### config.mk
export PLATFORM = sky130hd
export DESIGN_NAME = lbus_slave
export DESIGN_NICKNAME = d
export VERILOG_FILES = /design/src/rtl/lbus_pkg.sv /design/src/rtl/lbus_lane_decode.sv /design/src/rtl/lbus_regfile.sv /design/src/rtl/lbus_slave.sv
export SDC_FILE = /design/constraint.sdc
export NUM_CORES = 2
export LEC_CHECK = 0
export ABC_AREA = 0
export ABC_CLOCK_PERIOD_IN_PS = 5070
export BUFFER_PORTS_ARGS = -buffer_cell sky130_fd_sc_hd__buf_2
export CAP_MARGIN = 30
export CORE_UTILIZATION = 55
export CTS_CLUSTER_SIZE = 30
export DETAILED_ROUTE_END_ITERATION = 8
export PLACE_DENSITY = 0.78
export SYNTH_ARGS = -nofsm -noshare
export SYNTH_HDL_FRONTEND = slang
export SYNTH_HIERARCHICAL = 1
export SYNTH_SLANG_ARGS = --single-unit
### constraint.sdc
create_clock -name clk -period 5.07 [get_ports clk]
set_clock_uncertainty 0.1 [all_clocks]
set_input_delay 1.014 -clock clk [delete_from_list [all_inputs] [get_ports clk]]
set_output_delay 1.014 -clock clk [all_outputs]
set_load 0.005 [all_outputs]
### src/rtl/lbus_pkg.sv
package lbus_pkg;
    typedef enum logic {
        ST_IDLE = 1'b0,
        ST_XFER = 1'b1
    } lbus_state_e;

    localparam logic [1:0] WIDTH_CODE_16 = 2'b01;
endpackage

### src/rtl/lbus_lane_decode.sv
module lbus_lane_decode #(
    parameter int NB = 4
) (
    input  logic [NB-1:0] be_i,
    input  logic          act_low_i,
    input  logic          half_mode_i,
    output logic [NB-1:0] lane_en_o
);
    localparam int HB = NB / 2;

    logic [NB-1:0] raw;

    always_comb begin
        raw = act_low_i ? ~be_i : be_i;
        if (half_mode_i) begin
            lane_en_o = {raw[NB-1:HB], {HB{1'b0}}};
        end else begin
            lane_en_o = raw;
        end
    end
endmodule

### src/rtl/lbus_regfile.sv
module lbus_regfile #(
    parameter int AW = 6,
    parameter int DW = 32
) (
    input  logic            clk,
    input  logic            rst_n,
    input  logic [AW-1:0]   addr_i,
    input  logic [DW/8-1:0] we_i,
    input  logic [DW-1:0]   wdata_i,
    output logic [DW-1:0]   rdata_o
);
    localparam int NB    = DW / 8;
    localparam int DEPTH = 1 << AW;

    logic [DW-1:0] mem_q [DEPTH];

    always_ff @(posedge clk or negedge rst_n) begin
        if (!rst_n) begin
            for (int i = 0; i < DEPTH; i++) mem_q[i] <= '0;
        end else begin
            for (int k = 0; k < NB; k++) begin
                if (we_i[k]) mem_q[addr_i][8*k +: 8] <= wdata_i[8*k +: 8];
            end
        end
    end

    assign rdata_o = mem_q[addr_i];
endmodule

### src/rtl/lbus_slave.sv
module lbus_slave
    import lbus_pkg::*;
#(
    parameter int ADDR_W = 13,
    parameter int MEM_AW = 6,
    parameter int DW     = 32
) (
    input  logic              clk,
    input  logic              rst_n,
    input  logic [1:0]        cfg_width_i,
    input  logic              cfg_be_mode_i,
    input  logic              strobe_i,
    input  logic              select_i,
    input  logic              rd_i,
    input  logic              wr_i,
    input  logic [ADDR_W-1:0] addr_i,
    input  logic [DW/8-1:0]   be_i,
    input  logic              blast_i,
    input  logic              rdy_in_n_i,
    input  logic              rdy_in_i,
    input  logic              rdy_out_n_i,
    input  logic [DW-1:0]     data_i,
    output logic [DW-1:0]     data_o,
    output logic              data_oe_o,
    output logic [MEM_AW-1:0] mem_addr_o,
    output logic [DW-1:0]     mem_wdata_o,
    output logic [DW/8-1:0]   mem_we_o
);
    localparam int NB = DW / 8;
    localparam int HB = NB / 2;
    localparam int HW = DW / 2;
    localparam int HA = MEM_AW + 1;   // halfword address width

    typedef struct packed {
        lbus_state_e   st;
        logic          wr;
        logic          half;
        logic          act_low;
        logic          oe;
        logic [HA-1:0] ha;
    } ctl_t;

    ctl_t q, d;

    logic          beat_ok, start_ok, xbeat, hsel;
    logic [NB-1:0] lane_en;
    logic [DW-1:0] rd_word, rd_raw, rdata;

    assign beat_ok  = ~rdy_in_n_i & rdy_in_i & ~rdy_out_n_i;
    assign start_ok = strobe_i & select_i & (rd_i | wr_i);
    assign xbeat    = (q.st == ST_XFER) & beat_ok;
    assign hsel     = q.ha[0];

    lbus_lane_decode #(.NB(NB)) lane_dec_i (
        .be_i       (be_i),
        .act_low_i  (q.act_low),
        .half_mode_i(q.half),
        .lane_en_o  (lane_en)
    );

    lbus_regfile #(.AW(MEM_AW), .DW(DW)) mem_i (
        .clk    (clk),
        .rst_n  (rst_n),
        .addr_i (mem_addr_o),
        .we_i   (mem_we_o),
        .wdata_i(mem_wdata_o),
        .rdata_o(rd_word)
    );

    // Lane steering between the bus and the array word.
    always_comb begin
        mem_addr_o = q.ha[HA-1:1];
        if (q.half) begin
            rd_raw      = {(hsel ? rd_word[DW-1:HW] : rd_word[HW-1:0]), {HW{1'b0}}};
            mem_wdata_o = {data_i[DW-1:HW], data_i[DW-1:HW]};
            mem_we_o    = hsel ? {lane_en[NB-1:HB], {HB{1'b0}}}
                               : {{HB{1'b0}}, lane_en[NB-1:HB]};
        end else begin
            rd_raw      = rd_word;
            mem_wdata_o = data_i;
            mem_we_o    = lane_en;
        end
        mem_we_o = mem_we_o & {NB{xbeat & q.wr}};
        for (int k = 0; k < NB; k++) begin
            rdata[8*k +: 8] = lane_en[k] ? rd_raw[8*k +: 8] : 8'h00;
        end
    end

    assign data_o    = rdata;
    assign data_oe_o = q.oe;

    // Next-state computation.
    always_comb begin
        d = q;
        unique case (q.st)
            ST_IDLE: begin
                d.oe = 1'b0;
                if (start_ok) begin
                    d.st      = ST_XFER;
                    d.wr      = wr_i | ~rd_i;
                    d.half    = (cfg_width_i == WIDTH_CODE_16);
                    d.act_low = cfg_be_mode_i;
                    d.ha      = {addr_i[MEM_AW-1:0], 1'b0};
                    d.oe      = ~(wr_i | ~rd_i);
                end
            end
            ST_XFER: begin
                if (beat_ok) begin
                    d.ha = q.ha + (q.half ? HA'(1) : HA'(2));
                    if (blast_i) begin
                        d.st = ST_IDLE;
                        d.oe = 1'b0;
                    end
                end
            end
            default: d.st = ST_IDLE;
        endcase
    end

    always_ff @(posedge clk or negedge rst_n) begin
        if (!rst_n) begin
            q <= '{st: ST_IDLE, wr: 1'b0, half: 1'b0, act_low: 1'b0, oe: 1'b0, ha: '0};
        end else begin
            q <= d;
        end
    end

    // Checks beside the logic they guard.
    AST_OE_AFTER_READ_START: assert property (@(posedge clk) disable iff (!rst_n)
        (q.st == ST_IDLE && strobe_i && select_i && rd_i && !wr_i) |=> data_oe_o);
    AST_NO_OE_ON_WRITE: assert property (@(posedge clk) disable iff (!rst_n)
        (q.st == ST_XFER && q.wr) |-> !data_oe_o);
    AST_NO_STROBE_WITHOUT_READY: assert property (@(posedge clk) disable iff (!rst_n)
        !(~rdy_in_n_i & rdy_in_i & ~rdy_out_n_i) |-> (mem_we_o == '0));
    AST_HOLD_ADDR_ON_STALL: assert property (@(posedge clk) disable iff (!rst_n)
        (q.st == ST_XFER && !(~rdy_in_n_i & rdy_in_i & ~rdy_out_n_i)) |=> $stable(mem_addr_o));
    AST_OE_DROP_AFTER_LAST: assert property (@(posedge clk) disable iff (!rst_n)
        (q.st == ST_XFER && beat_ok && blast_i) |=> !data_oe_o);
    AST_WORD_STEP_32: assert property (@(posedge clk) disable iff (!rst_n)
        (q.st == ST_XFER && !q.half && beat_ok && !blast_i)
        |=> (mem_addr_o == $past(mem_addr_o) + MEM_AW'(1)));
    AST_HALF_LANES_ONLY: assert property (@(posedge clk) disable iff (!rst_n)
        q.half |-> ($countones(mem_we_o) <= HB));
    AST_LOW_READ_LANES_ZERO: assert property (@(posedge clk) disable iff (!rst_n)
        q.half |-> (data_o[HW-1:0] == '0));
endmodule

* After elaboration in Yosys (flattened, before gate mapping)
Cells that the tools add are included.
** Operators by class
- $add $sub $neg :: 1
- $lt $le $gt $ge :: 2
- Equality and inequality tests :: 4
- Mux-type cells :: 38
- Bitwise logic cells :: 16
- Reduce and logical (&&, ||, !) cells :: 4
** Operators by type and width (number)
- $bwmux 2048 :: 4
- $mux 2048 :: 4
- $demux 32 s6 :: 4
- $bmux 32 s6 :: 1
- $mux 32 :: 4
- $mux 16 :: 3
- $mux 8 :: 6
- $mux 24 :: 1
- $pmux 8 s2 :: 1
- $mux 12 :: 1
- $mux 4 :: 3
- $add 7x2->7 :: 1
- $ge 7x7->1 const B :: 1
- $lt 7x1->1 const B :: 1
- $not 6->7 :: 1
- $and 1x1->1 :: 6
- $reduce_and 2->1 :: 3
- $not 1->1 :: 5
- $and 4x4->4 :: 1
- $mux 2 :: 2
- $ne 2x2->1 const B :: 2
- $not 4->4 :: 1
- $mux 1 :: 3
- $eq 2x1->1 const B :: 1
- other kinds (4) :: 5
** Word-level totals
- Bits in registers :: 2060
- Logic and storage cells :: 135

* Depth between registers and ports, before layout
- Word-level depth :: 13
- Depth in mapped cells :: 14

* By module
Netlist, hierarchy kept.
** Modules (own cells, without submodules)
- lbus_regfile :: times used 1, cells each 6761, area each 92019.5 um2, seq. area each 51249.2 um2
- lbus_slave :: times used 1, cells each 184, area each 1468.9 um2, seq. area each 300.3 um2
- lbus_lane_decode :: times used 1, cells each 6, area each 42.5 um2, seq. area each 0.0 um2

* Worst setup path after synthesis
Ideal clock, no wire load.
- Kind :: reg2out
- From :: register q (netlist bit mem_addr_o[0])
- To :: output data_o[0]
- Arrival time :: 2.532 ns
- Required time :: 3.956 ns
- Slack :: 1.424 ns
- Cell stages (with the launch flop) :: 12
- Path buffers :: 5
- Cell sequence :: dfrtp_1 -> buf_6 -> buf_8 -> buf_2 -> buf_2 -> buf_2 -> mux2i_1 -> nor2_1 -> o211a_1 -> a2111oi_0 -> nand4_1 -> and2_1
** Between the ends
- Word-level cells in the longest chain between the ends :: 6
** RTL lines
- start: declaration :: line lbus_slave.sv:43 : ctl_t q, d;
- start signal: assignment :: line lbus_slave.sv:122 : q <= '{st: ST_IDLE, wr: 1'b0, half: 1'b0, act_low: 1'b0, oe: 1'b0, ha: '0};
- $not 6->7 (not written as such) :: line lbus_regfile.sv:27 : assign rdata_o = mem_q[addr_i];
- $bmux 32 s6 :: line lbus_regfile.sv:27
- $mux 32 (not written as such) (2 in series) :: line lbus_regfile.sv:27
- net rd_word[0] :: line lbus_slave.sv:47 : logic [DW-1:0] rd_word, rd_raw, rdata;
- $mux 32 :: line lbus_slave.sv:73 : if (q.half) begin
- $mux 8 :: line lbus_slave.sv:85 : rdata[8*k +: 8] = lane_en[k] ? rd_raw[8*k +: 8] : 8'h00;
- end: declaration :: line lbus_slave.sv:23 : output logic [DW-1:0] data_o,
The timed path passes the listed nets, and every way through them passes these cells. The select of a mux whose other input is x is not followed.

* Worst setup path after layout
- From :: register q (netlist bit mem_addr_o[0])
- To :: output data_o[30]
** Between the ends
- Word-level cells in the longest chain between the ends :: 7
** RTL lines
- $not 6->7 (not written as such) * :: line lbus_regfile.sv:27
- $bmux 32 s6 * :: line lbus_regfile.sv:27
- $mux 32 (not written as such) * (2 in series) :: line lbus_regfile.sv:27
- net rd_word[30] :: line lbus_slave.sv:47
- $mux 16 :: line lbus_slave.sv:74 : rd_raw = {(hsel ? rd_word[DW-1:HW] : rd_word[HW-1:0]), {HW{1'b0}}};
- $mux 32 * :: line lbus_slave.sv:73
- $mux 8 * :: line lbus_slave.sv:85
The timed path passes the listed nets; every way through them passes the cells marked *. The select of a mux whose other input is x is not followed.

==> flow_metrics.py <==
metrics = {
    "synth": {
        "synth_nets": 7016,
        "synth_seq_cells": 2060,
        "synth_cell_types": 70,
        "synth_edf_count": 0,
        "yosysWarnings": 6,
        "synth_top_flop_cell": "dfrtp_1",
        "syn_inst": 6951,
        "syn_avg_cell_area_um2": 13.5,
        "syn_area_mm2": 0.0935,
        "synthArstFlopShare_pct": 100,
        "ys_seq_area_share_pct": 55.1,
    },
    "power_and_ir_drop": {
        "powerDensity_mw_per_mm2": 454,
        "p_comb_share_pct": 32.2,
        "p_seq_share_pct": 36.2,
        "total_leakage_power_uw": 0.0509,
        "power.internal_uw": 30600,
        "switchingPower_uw": 17800,
        "p_total_uw": 48400,
        "sw_frac_of_total_pct": 36.7,
        "vdd_drop_max_uv": 561,
        "clkPwrFrac_pct": 31.6,
    },
    "routing": {
        "routedWlPerCell_um": 32.0,
        "drt_drc_violations_left": 0,
        "viasPerCell": 6.98,
        "ant_nets": 0,
        "vias": 66204,
        "drtPass1Iterations": 8,
        "first_iter_violations": 8725,
        "totalWireLength_um": 303000,
    },
    "floorplanning": {
        "core-area_mm2": 0.168,
        "io-pin-count": 137,
        "die-area_mm2": 0.172,
        "die_y_um": 414,
        "rows": 150,
        "initial_core_util_pct": 55.7,
        "die_w_um": 414,
    },
    "clock_network": {
        "clock-sinks": 2060,
        "cts_buffers": 199,
        "cts_tree": "done",
        "holdBufCountCts": 0,
        "clock_latency_ns": 0.86,
        "cts_max_level": 4,
        "clk_pin_slew_ns": 0.07,
        "clock_path_buffers": 3,
        "root_buffer": "clkbuf_16",
    },
    "critical_path": {
        "start_kind": "register",
        "critPathKind": "reg -> out",
        "critPathMaxStageDelay_ns": 0.61,
        "timing.critical_path.buf_inv": 5,
        "worst_setup_path_end_kind": "primary output",
        "rr_endpoint": "mem_i/mem_q[605]",
        "timing.rr.start": "mem_addr_o[1]",
        "reg2reg_depth": 7,
        "crit_chain": "buf_12 > buf_16 > buf_12 > mux4_2 > o21ai_2 > nor2_2 > nor4_2 > buf_4 > o21ai_2 > or4_4 > nand2_4 > a21boi_2 > buf_2",
        "cp_max_fo": 8,
        "reg2reg_slack_ns": 1.03,
        "slowest_stage": "or4_4",
        "startpoint": "mem_addr_o[0]",
        "worstPathArrival_ns": 4.03,
        "cp.required_ns": 3.96,
        "crit_family": "simple AND/OR/NAND/NOR gates",
    },
    "timing": {
        "finalSetupViolations": 14,
        "fin_ws_ns": -0.0696,
        "hold_violations": 0,
        "relSlewSlack_pct": 18.5,
        "fin_crit_ns": 5.14,
        "setup_tns_ns": -0.452,
        "fmax_ghz": 0.195,
        "grt_setup_unrepaired": "yes",
        "period_share_pct": 101,
        "maxSlewViolCount": 0,
        "tightest_slew_ns": 1.22,
    },
    "placed_design": {
        "port_buffers": 129,
        "hpwl_um": 185000,
        "place_congestion": 0.901,
    },
    "final_layout": {
        "layout_common_cells": "2106 x mux2_2, 2055 x dfrtp_1, 410 x a22oi_1, 320 x buf_4, 265 x a221oi_1",
        "layout_commonest_cell": "mux2_2",
        "layout-drive-gt1-share_pct": 46.4,
        "nets": 7176,
        "areaGrowthSynthToFinish_pct": 14.1,
    },
    "job": {
        "maxCapViolCount": 0,
    },
    "min_path": {
        "hold_class": "in -> async",
    },
    "run_status": {
        "violations": "negative setup slack",
        "status": "finished with violations",
    },
    "global_routing": {
        "grt_usage_pct": 34.4,
        "gr-total-overflow": 0,
        "grt_pass1_vias": 66989,
        "antenna_found_initial": 14,
        "grt_max_degree": 154,
        "grt_pass1_wl_um": 444000,
    },
}
==> synth_stat cells (all sizes together) (13+ instances only) <==
master / count / area (µm²)
a211oi: 23 / 173
a21boi: 16 / 120
a21oi: 89 / 457
a221o: 24 / 240
a221oi: 296 / 2590
a22o: 45 / 394
a22oi: 426 / 3200
and2: 38 / 238
buf: 266 / 1400
clkbuf: 346 / 1300
dfrtp: 2060 / 51500
mux2: 2107 / 23700
mux2i: 106 / 1060
mux4: 59 / 1330
nand2: 246 / 988
nand2b: 13 / 81.3
nand3: 18 / 95.1
nor2: 238 / 1150
nor2b: 17 / 106
nor3: 61 / 305
nor4: 22 / 138
o21ai: 117 / 586
o22ai: 173 / 1080
==> cells by family after synthesis <==
logic type,Yosys count,synth area share [%]
AO/OA/AOI/OAI,1287,10.2
adder cells (fa/ha/maj),3,0.0482
buffers and inverters,615,2.90
multiplexers,2272,27.9
flip-flops,2060,55.1
AND/OR/NAND/NOR,707,3.77
XOR/XNOR,7,0.0656
==> worst max-delay path by stage <==
| stage | cells past startpoint | slack [ns] | to |
|---|---|---|---|
| 4_1_cts | 12 | -0.05 | data_o[17] |
| 6_report | 13 | -0.07 | data_o[30] |
| 3_3_place_gp | 11 | 0.33 | data_o[24] |
| 2_1_floorplan | 11 | 1.42 | data_o[0] |
| 3_5_place_dp | 11 | 0.33 | data_o[13] |
| 5_1_grt | 13 | -0.22 | data_o[27] |
==> sequential cells by signal, indices dropped and copies added (netlist names) <==
signal / cells
data_oe_o: 1
hsel: 1
mem_addr_o: 6
mem_i/mem_q: 2048
q: 4
==> area by class of cell <==
| cell class | instances | area [µm²] |
|---|---|---|
| clock inverter | 56 | 686 |
| fill | 11725 | 61300 |
| clock buffer | 306 | 6080 |
| antenna | 9 | 22.5 |
| sequential | 2060 | 51600 |
| inverter | 3 | 15.0 |
| tap | 2204 | 2760 |
| multi-input combinational | 4279 | 40300 |
| timing repair buffer | 568 | 5310 |
==> power groups by stage <==
stage | Sequential (µW) | Combinational, µW | Clock [µW]
4_1_cts | 17500 | 13900 | 15400
3_3_place_gp | 17800 | 12600 | 0
2_1_floorplan | 17600 | 6540 | 0
5_1_grt | 17600 | 15500 | 16000
3_5_place_dp | 17900 | 12800 | 0
6_report | 17500 | 15600 | 15300
==> routing by layer <==
metal,part of all wire (%),wire (µm),global-route usage (%),vias to the layer above
li1,-,-,-,26447
met1,37,112000,44.1,34667
met2,45,136000,50.9,4024
met3,11,33300,9.72,1056
met4,7.1,21700,23.3,10
met5,0.022,68,0.333,-
==> metrics by stage <==
stage / cell area (µm²) / worst slack (ns) / cells / hold slack, ns / utilization, %
after floorplan: 93500 / 1.42 / 6951 / 0.366 / -
after global placement: 97500 / 0.329 / 8988 / 0.382 / 58.0
after detailed placement: 97600 / 0.333 / 8994 / 0.388 / 58.1
after CTS: 106000 / -0.0488 / 9424 / 0.143 / 62.8
after global routing: 107000 / -0.223 / 9476 / 0.169 / 63.5
final: 107000 / -0.0696 / 9485 / 0.163 / 63.5
==> timing repair <==
item | 4_1_cts | 5_1_grt
setup buffers | 60 | 42
cloned | 8 | 8
resized for setup | 116 | 142
endpoints found under the setup margin | 32 | 30
hold endpoints to repair | 0 | 0
pin swaps | 15 | 41
(Power assumes the default switching activity.)
